File: src/rtl/refclk_sup_pkg.sv
package refclk_sup_pkg;

    typedef enum logic [1:0] {
        ST_MONITOR = 2'd0,
        ST_SWITCH  = 2'd1,
        ST_BYPASS  = 2'd2
    } sup_state_e;

endpackage

File: src/rtl/refclk_sup_edges.sv
// Registers the alarm-clear and lock inputs and produces single-cycle
// edge strobes from them.
module refclk_sup_edges (
    input  logic clk,
    input  logic rst_n,
    input  logic alarm_clr,
    input  logic pll_lock,
    output logic alarm_edge,
    output logic lock_fall
);

    logic alarm_q;
    logic lock_q;

    always_ff @(posedge clk or negedge rst_n) begin
        if (!rst_n) begin
            alarm_q <= 1'b0;
            lock_q  <= 1'b0;
        end else begin
            alarm_q <= alarm_clr;
            lock_q  <= pll_lock;
        end
    end

    assign alarm_edge = alarm_clr & ~alarm_q;
    assign lock_fall  = ~pll_lock & lock_q;

endmodule

File: src/rtl/refclk_sup_mr_filter.sv
// Accepts the master reset only once it has been high for MIN_CYC edges in a row.
module refclk_sup_mr_filter #(
    parameter int MIN_CYC = 3
) (
    input  logic clk,
    input  logic rst_n,
    input  logic master_rst,
    output logic mr_act
);

    localparam int CW = $clog2(MIN_CYC + 1);

    logic [CW-1:0] run_cnt;

    always_ff @(posedge clk or negedge rst_n) begin
        if (!rst_n) begin
            run_cnt <= '0;
        end else if (!master_rst) begin
            run_cnt <= '0;
        end else if (run_cnt != CW'(MIN_CYC - 1)) begin
            run_cnt <= run_cnt + CW'(1);
        end
    end

    assign mr_act = master_rst && (run_cnt == CW'(MIN_CYC - 1));

endmodule

File: src/rtl/refclk_sup_ctrl.sv
// Control core: state machine, sticky flags, selection record and interrupt.
module refclk_sup_ctrl
    import refclk_sup_pkg::*;
#(
    parameter int N_IN   = 4,
    parameter int SW_CYC = 8,
    localparam int SEL_W = $clog2(N_IN)
) (
    input  logic             clk,
    input  logic             rst_n,
    input  logic             mr_act,
    input  logic             alarm_edge,
    input  logic             lock_fall,
    input  logic             bypass,
    input  logic [N_IN-1:0]  in_valid,
    input  logic [N_IN-1:0]  fail_evt,
    output logic [N_IN-1:0]  flags,
    output logic [SEL_W-1:0] sel,
    output logic             busy,
    output logic             irq
);

    localparam int CNT_W = $clog2(SW_CYC + 1);

    sup_state_e       state, state_nxt;
    logic [CNT_W-1:0] sw_cnt;
    logic             fail_sel;
    logic             flag_rise;
    logic             start_sw;
    logic [N_IN-1:0]  flags_upd;
    logic             cand_found;
    logic [SEL_W-1:0] cand_idx;

    // A failure counts only in MONITOR, with no bypass, clear or reset pending.
    assign fail_sel  = fail_evt[sel] && (state == ST_MONITOR) && !bypass
                       && !alarm_edge && !mr_act;
    assign flag_rise = fail_sel && !flags[sel];

    always_comb begin
        flags_upd = flags;
        if (fail_sel) begin
            flags_upd[sel] = 1'b1;
        end
    end

    // Replacement search: scan downwards so the lowest index wins.
    always_comb begin
        cand_found = 1'b0;
        cand_idx   = '0;
        for (int i = N_IN - 1; i >= 0; i--) begin
            if (in_valid[i] && !flags_upd[i]) begin
                cand_found = 1'b1;
                cand_idx   = SEL_W'(i);
            end
        end
    end

    assign start_sw = fail_sel && cand_found;

    always_comb begin
        state_nxt = state;
        if (mr_act) begin
            state_nxt = ST_MONITOR;
        end else if (bypass) begin
            state_nxt = ST_BYPASS;
        end else begin
            unique case (state)
                ST_MONITOR: if (start_sw) state_nxt = ST_SWITCH;
                ST_SWITCH:  if (sw_cnt == CNT_W'(SW_CYC - 1)) state_nxt = ST_MONITOR;
                ST_BYPASS:  state_nxt = ST_MONITOR;
                default:    state_nxt = ST_MONITOR;
            endcase
        end
    end

    // State register
    always_ff @(posedge clk or negedge rst_n) begin
        if (!rst_n) begin
            state <= ST_MONITOR;
        end else begin
            state <= state_nxt;
        end
    end

    // Outputs decoded from the state
    always_comb begin
        busy = 1'b0;
        unique case (state)
            ST_MONITOR: busy = 1'b0;
            ST_SWITCH:  busy = 1'b1;
            ST_BYPASS:  busy = 1'b0;
            default:    busy = 1'b0;
        endcase
    end

    always_ff @(posedge clk or negedge rst_n) begin
        if (!rst_n) begin
            sw_cnt <= '0;
        end else if (state == ST_SWITCH && state_nxt == ST_SWITCH) begin
            sw_cnt <= sw_cnt + CNT_W'(1);
        end else begin
            sw_cnt <= '0;
        end
    end

    always_ff @(posedge clk or negedge rst_n) begin
        if (!rst_n) begin
            flags <= '0;
            sel   <= '0;
        end else if (mr_act || alarm_edge) begin
            flags <= '0;
            sel   <= '0;
        end else begin
            flags <= flags_upd;
            if (start_sw) begin
                sel <= cand_idx;
            end
        end
    end

    // A new event takes priority over a clear arriving in the same cycle.
    always_ff @(posedge clk or negedge rst_n) begin
        if (!rst_n) begin
            irq <= 1'b0;
        end else if (mr_act) begin
            irq <= 1'b0;
        end else if (flag_rise || (lock_fall && !bypass)) begin
            irq <= 1'b1;
        end else if (alarm_edge) begin
            irq <= 1'b0;
        end
    end

endmodule

File: src/rtl/refclk_sup_out_gate.sv
// Enable is retimed on the falling edge, so the AND gate changes only while clk is low.
module refclk_sup_out_gate (
    input  logic clk,
    input  logic rst_n,
    input  logic out_en,
    output logic out_clk
);

    logic en_low;

    always_ff @(negedge clk or negedge rst_n) begin
        if (!rst_n) begin
            en_low <= 1'b0;
        end else begin
            en_low <= out_en;
        end
    end

    assign out_clk = clk & en_low;

endmodule

File: src/rtl/refclk_supervisor.sv
module refclk_supervisor #(
    parameter int N_IN   = 4,
    parameter int SW_CYC = 8,
    parameter int MR_MIN = 3,
    localparam int SEL_W = $clog2(N_IN)
) (
    input  logic             clk,
    input  logic             rst_n,
    input  logic             master_rst,
    input  logic [N_IN-1:0]  in_valid,
    input  logic [N_IN-1:0]  fail_evt,
    input  logic             pll_lock,
    input  logic             bypass,
    input  logic             alarm_clr,
    input  logic             out_en,
    output logic [N_IN-1:0]  clk_stat,
    output logic [SEL_W-1:0] sel_stat,
    output logic             busy,
    output logic             irq,
    output logic             out_clk
);

    logic alarm_edge;
    logic lock_fall;
    logic mr_act;

    refclk_sup_edges u_edges (
        .clk        (clk),
        .rst_n      (rst_n),
        .alarm_clr  (alarm_clr),
        .pll_lock   (pll_lock),
        .alarm_edge (alarm_edge),
        .lock_fall  (lock_fall)
    );

    refclk_sup_mr_filter #(.MIN_CYC(MR_MIN)) u_mr (
        .clk        (clk),
        .rst_n      (rst_n),
        .master_rst (master_rst),
        .mr_act     (mr_act)
    );

    refclk_sup_ctrl #(.N_IN(N_IN), .SW_CYC(SW_CYC)) u_ctrl (
        .clk        (clk),
        .rst_n      (rst_n),
        .mr_act     (mr_act),
        .alarm_edge (alarm_edge),
        .lock_fall  (lock_fall),
        .bypass     (bypass),
        .in_valid   (in_valid),
        .fail_evt   (fail_evt),
        .flags      (clk_stat),
        .sel        (sel_stat),
        .busy       (busy),
        .irq        (irq)
    );

    refclk_sup_out_gate u_gate (
        .clk     (clk),
        .rst_n   (rst_n),
        .out_en  (out_en),
        .out_clk (out_clk)
    );

endmodule

File: config.mk
export PLATFORM = sky130hd
export DESIGN_NAME = refclk_supervisor
export DESIGN_NICKNAME = d
export VERILOG_FILES = /design/src/rtl/refclk_sup_pkg.sv /design/src/rtl/refclk_sup_edges.sv /design/src/rtl/refclk_sup_mr_filter.sv /design/src/rtl/refclk_sup_ctrl.sv /design/src/rtl/refclk_sup_out_gate.sv /design/src/rtl/refclk_supervisor.sv
export SDC_FILE = /design/constraint.sdc
export NUM_CORES = 1
export LEC_CHECK = 0
export BUFFER_PORTS_ARGS = -buffer_cell sky130_fd_sc_hd__buf_4
export CAP_MARGIN = 20
export CORE_MARGIN = 3
export CORE_UTILIZATION = 58
export CTS_BUF_LIST = sky130_fd_sc_hd__clkbuf_8
export DETAILED_ROUTE_END_ITERATION = 7
export PLACE_DENSITY = 0.86
export SKIP_CTS_REPAIR_TIMING = 1
export SLEW_MARGIN = 20
export SYNTH_ARGS = -nofsm -noshare
export SYNTH_HDL_FRONTEND = slang
export SYNTH_SLANG_ARGS = --single-unit
File: constraint.sdc
create_clock -name clk -period 3.05 [get_ports clk]
set_clock_uncertainty 0.1 [all_clocks]
set_input_delay 0.305 -clock clk [delete_from_list [all_inputs] [get_ports clk]]
set_output_delay 0.305 -clock clk [all_outputs]
set_load 0.005 [all_outputs]
# Word level (Yosys, flattened, before mapping)
# Cells that the tools add are included.
[classes]
n_lt_le_gt_ge = 2
add_sub_neg = 2
reduce_logical = 27
eq_ne = 6
mux = 30
bitwise_logic = 6
[op_table]
columns = ["operator", "count"]
rows = [
  ["2-to-1 mux 2 bit", 12],
  ["logical AND 1 bit", 14],
  ["2-to-1 mux 4 bit", 3],
  ["2-to-1 mux 1 bit", 11],
  ["logical NOT 1 bit", 8],
  ["adder 4 x 1 -> 4 bit, second input constant", 1],
  ["binary-select mux 1 bit (select 2 bit)", 2],
  ["equality test 2 x 1 -> 1 bit, second input constant", 2],
  ["equality test 4 x 3 -> 1 bit, second input constant", 1],
  ["bitwise OR 4 bit", 1],
  ["one-hot mux 2 bit (2 select lines)", 1],
  ["bitwise AND 1 bit", 3],
  ["< comparator 2 x 3 -> 1 bit, second input constant", 1],
  ["nonzero test 3 bit", 1],
  ["adder 2 x 1 -> 2 bit, second input constant", 1],
  ["demux 1 bit (select 2 bit)", 1],
  ["equality test 2 bit, second input constant", 1],
  [">= comparator 2 x 1 -> 1 bit, second input constant", 1],
  ["logical NOT 2 bit", 1],
  ["logical OR 1 bit", 2],
  ["!= test 2 x 1 -> 1 bit, second input constant", 1],
  ["!= test 2 bit, second input constant", 1],
  ["inverter 1 bit", 2],
  ["nonzero test 2 bit", 1],
]
[totals]
regBits = 18
input_bits = 15
output_inout_bits = 9

# Logic depth before layout (Yosys ltp)
[depth]
ltp_word = 21
ltp_mapped = 6
ltp_nobuf = 6

# Cells and area by module
# A second synthesis with hierarchy kept.
[unflattened]
hier_cells = 88
area_unflattened_um2 = 950.9
[by_module_without_submodules]
columns = ["mod", "cells_each", "seq_area_each_um2", "instances", "area_per_inst_um2"]
rows = [
  ["refclk_sup_ctrl", 72, 325.3, 1, 732.0],
  ["refclk_sup_mr_filter", 10, 50.0, 1, 110.1],
  ["refclk_sup_edges", 4, 50.0, 1, 77.6],
  ["refclk_sup_out_gate", 2, 25.0, 1, 31.3],
]

==> out/results.tsv <==
metric	value	unit
die height	46.5	µm
clock latency on the worst-skew pair	0.37	ns
Layout area overhead	31.1	%
P per Cell Area	678	nW/µm²
Post-Synthesis Cells	89	
syn_nets	106	
top cells by area, synth	dfrtp_1 (45%), a41oi_1 (3.7%), and2_1 (3.3%)	
WL final	2760	µm
CTS tree	yes	
CP max stage delay	0.40	ns
slew margin rel.	64.8	%
Critical Path Slowest Stage Cell	dfrtn_1	
top cell type's share of synthesized area	44.8	%
commonest register cell after synthesis	dfrtp_1	
WS Path Type	reg -> out	
DRT iter0 DRCs	55	
Vias/cell	6.88	
largest net degree at the start of global routing	19	
Slew Limit Fails	0	
distinct cell type count after synthesis	34	
Post-DP HPWL	1560	µm
WHS	0.0898	ns
Reg clk slew, reported paths	0.07	ns
Worst Setup End Kind	output port	
synthesized flop and latch total	18	
Critical Path AT	2.56	ns
Slew @ Worst Pin	0.526	ns
number of global-route vias before repair	862	
Crit path required time	2.64	ns
total track usage	26.8	%
Ports	24	
number of port buffers	23	
setup TNS	0	ns
most instantiated cells after synthesis	dfrtp_1 (17), nor2_1 (8), nand2_1 (7)	
DR WL/cell	20.4	µm
Via Count	929	
Layout Nets	138	
DRT antenna net count	0	
Starting Density	67.1	%
n_diodes	0	
DRT Pass-1 Iters	5	
RePlAce Congestion	0.825	
Final Hold Viols	0	
layout cell share with drive strength beyond 1	32.5	%
initial antenna violation count	0	
gr ovfl total	0	
yosys warns	0	
maxcap violations	0	
sequential fraction of the synthesis area	47.4	%
Mapped Area	950	µm²
Site Rows	13	
Startpoint Class	register	
Post-synth EDFFs	0	
CP Cell Sequence	and2_1 -> buf_4	
Async S/R FF share, synth	100	%
Leak Pwr	0.585	nW
HP Class	in -> reg	
DIE AREA	2160	µm²
Die Width	46.5	µm
Fillers	66	
average cell area after synthesis	10.7	µm²
Final setup viols	0	
RSZ-0062 raised after global routing	false	
status	finished clean	
Peak VDD IR	0.494	mV
leading area contributor after synthesis	dfrtp_1	
Post-route DRC	0	
top-count cell post-synth	dfrtp_1	
CORE AREA	1420	µm²
worst-path fanout max	1	
first-pass GRT wire length	3800	µm
critical path, delay by kind of cell (launching register included):
family / cells / cell delay (ns)
buffers and inverters: 1 / 0.11
AND/OR/NAND/NOR: 1 / 0.14
flip-flops: 1 / 0.40
layout make-up:
class / instances / area (µm²) / share of cell area (%)
Tap cell: 15 / 18.8 / 1.51
Sequential cell: 18 / 450 / 36.2
Multi-Input combinational cell: 66 / 465 / 37.4
Clock buffer: 8 / 104 / 8.34
Timing Repair Buffer: 25 / 195 / 15.7
Inverter: 3 / 11.3 / 0.905
state kept, by name (all words and copies together) (netlist names):
signal           count
u_ctrl.irq           1
u_gate.en_low        1
u_ctrl.state         2
u_edges.alarm_q      1
u_ctrl.flags         4
u_ctrl.sel           2
u_mr.run_cnt         2
u_edges.lock_q       1
u_ctrl.sw_cnt        4
through the flow:
stage,utilization (%),setup slack [ns],cell area (µm²),std cells,total power [mW]
detailed placement,79.0,0.556,1120,125,0.527
CTS,85.9,0.120,1210,132,0.831
floorplan,-,0.645,950,89,0.441
global placement,79.0,0.563,1120,125,0.517
global route,88.0,0.0774,1240,135,0.877
finish,88.0,0.0837,1240,135,0.844
power by group:
group	internal, mW	total (mW)	switching (mW)	leakage [nW]
clock	0.210	0.319	0.109	0.0581
sequential	0.274	0.309	0.0347	0.236
combinational	0.109	0.216	0.107	0.291
layer usage:
metal	global-route usage, %	routed length, µm
met1	32.0	1050
met2	40.7	1340
met3	8.59	250
met4	18.2	119
met5	0	0
cell families (layout without fill, tap and decap cells):
kind of cell	count (synthesis)	in the layout	synth area share (%)
simple gates	37	37	22.1
compound gates	23	23	17.3
flops	18	18	47.4
buf+inv	5	36	3.56
fa+ha+maj	2	2	2.63
xor+xnor	2	2	1.84
mux	2	2	5.14
path summary, 6_finish.rpt:
path                             startpoint               end  slack (ns)  cells after the start
setup / recovery              u_gate.en_low           out_clk        0.08                      2
hold / removal                   master_rst   u_mr.run_cnt[1]        0.09                      2
setup reg to reg            u_mr.run_cnt[0]   u_ctrl.state[0]        1.03                      6
hold reg to reg            u_ctrl.sw_cnt[0]  u_ctrl.sw_cnt[0]        0.38                      1
max in group asynchronous             rst_n     u_gate.en_low        0.99                      2
min in group asynchronous             rst_n  u_ctrl.sw_cnt[2]        0.24                      2
placed cells by master (no fill, tap or decap), types with 3 or more instances in the layout:
| cell | n |
|---|---|
| dlygate4sd3_1 | 3 |
| a21oi_2 | 3 |
| nand2_1 | 7 |
| a41oi_1 | 4 |
| o21ai_0 | 4 |
| nor2_1 | 8 |
| buf_4 | 23 |
| dfrtp_1 | 17 |
| and2_1 | 5 |
| inv_1 | 3 |
| clkbuf_8 | 7 |
| nand2b_1 | 4 |
| a21oi_1 | 5 |
Note: power is estimated with default switching activity, not from simulation.
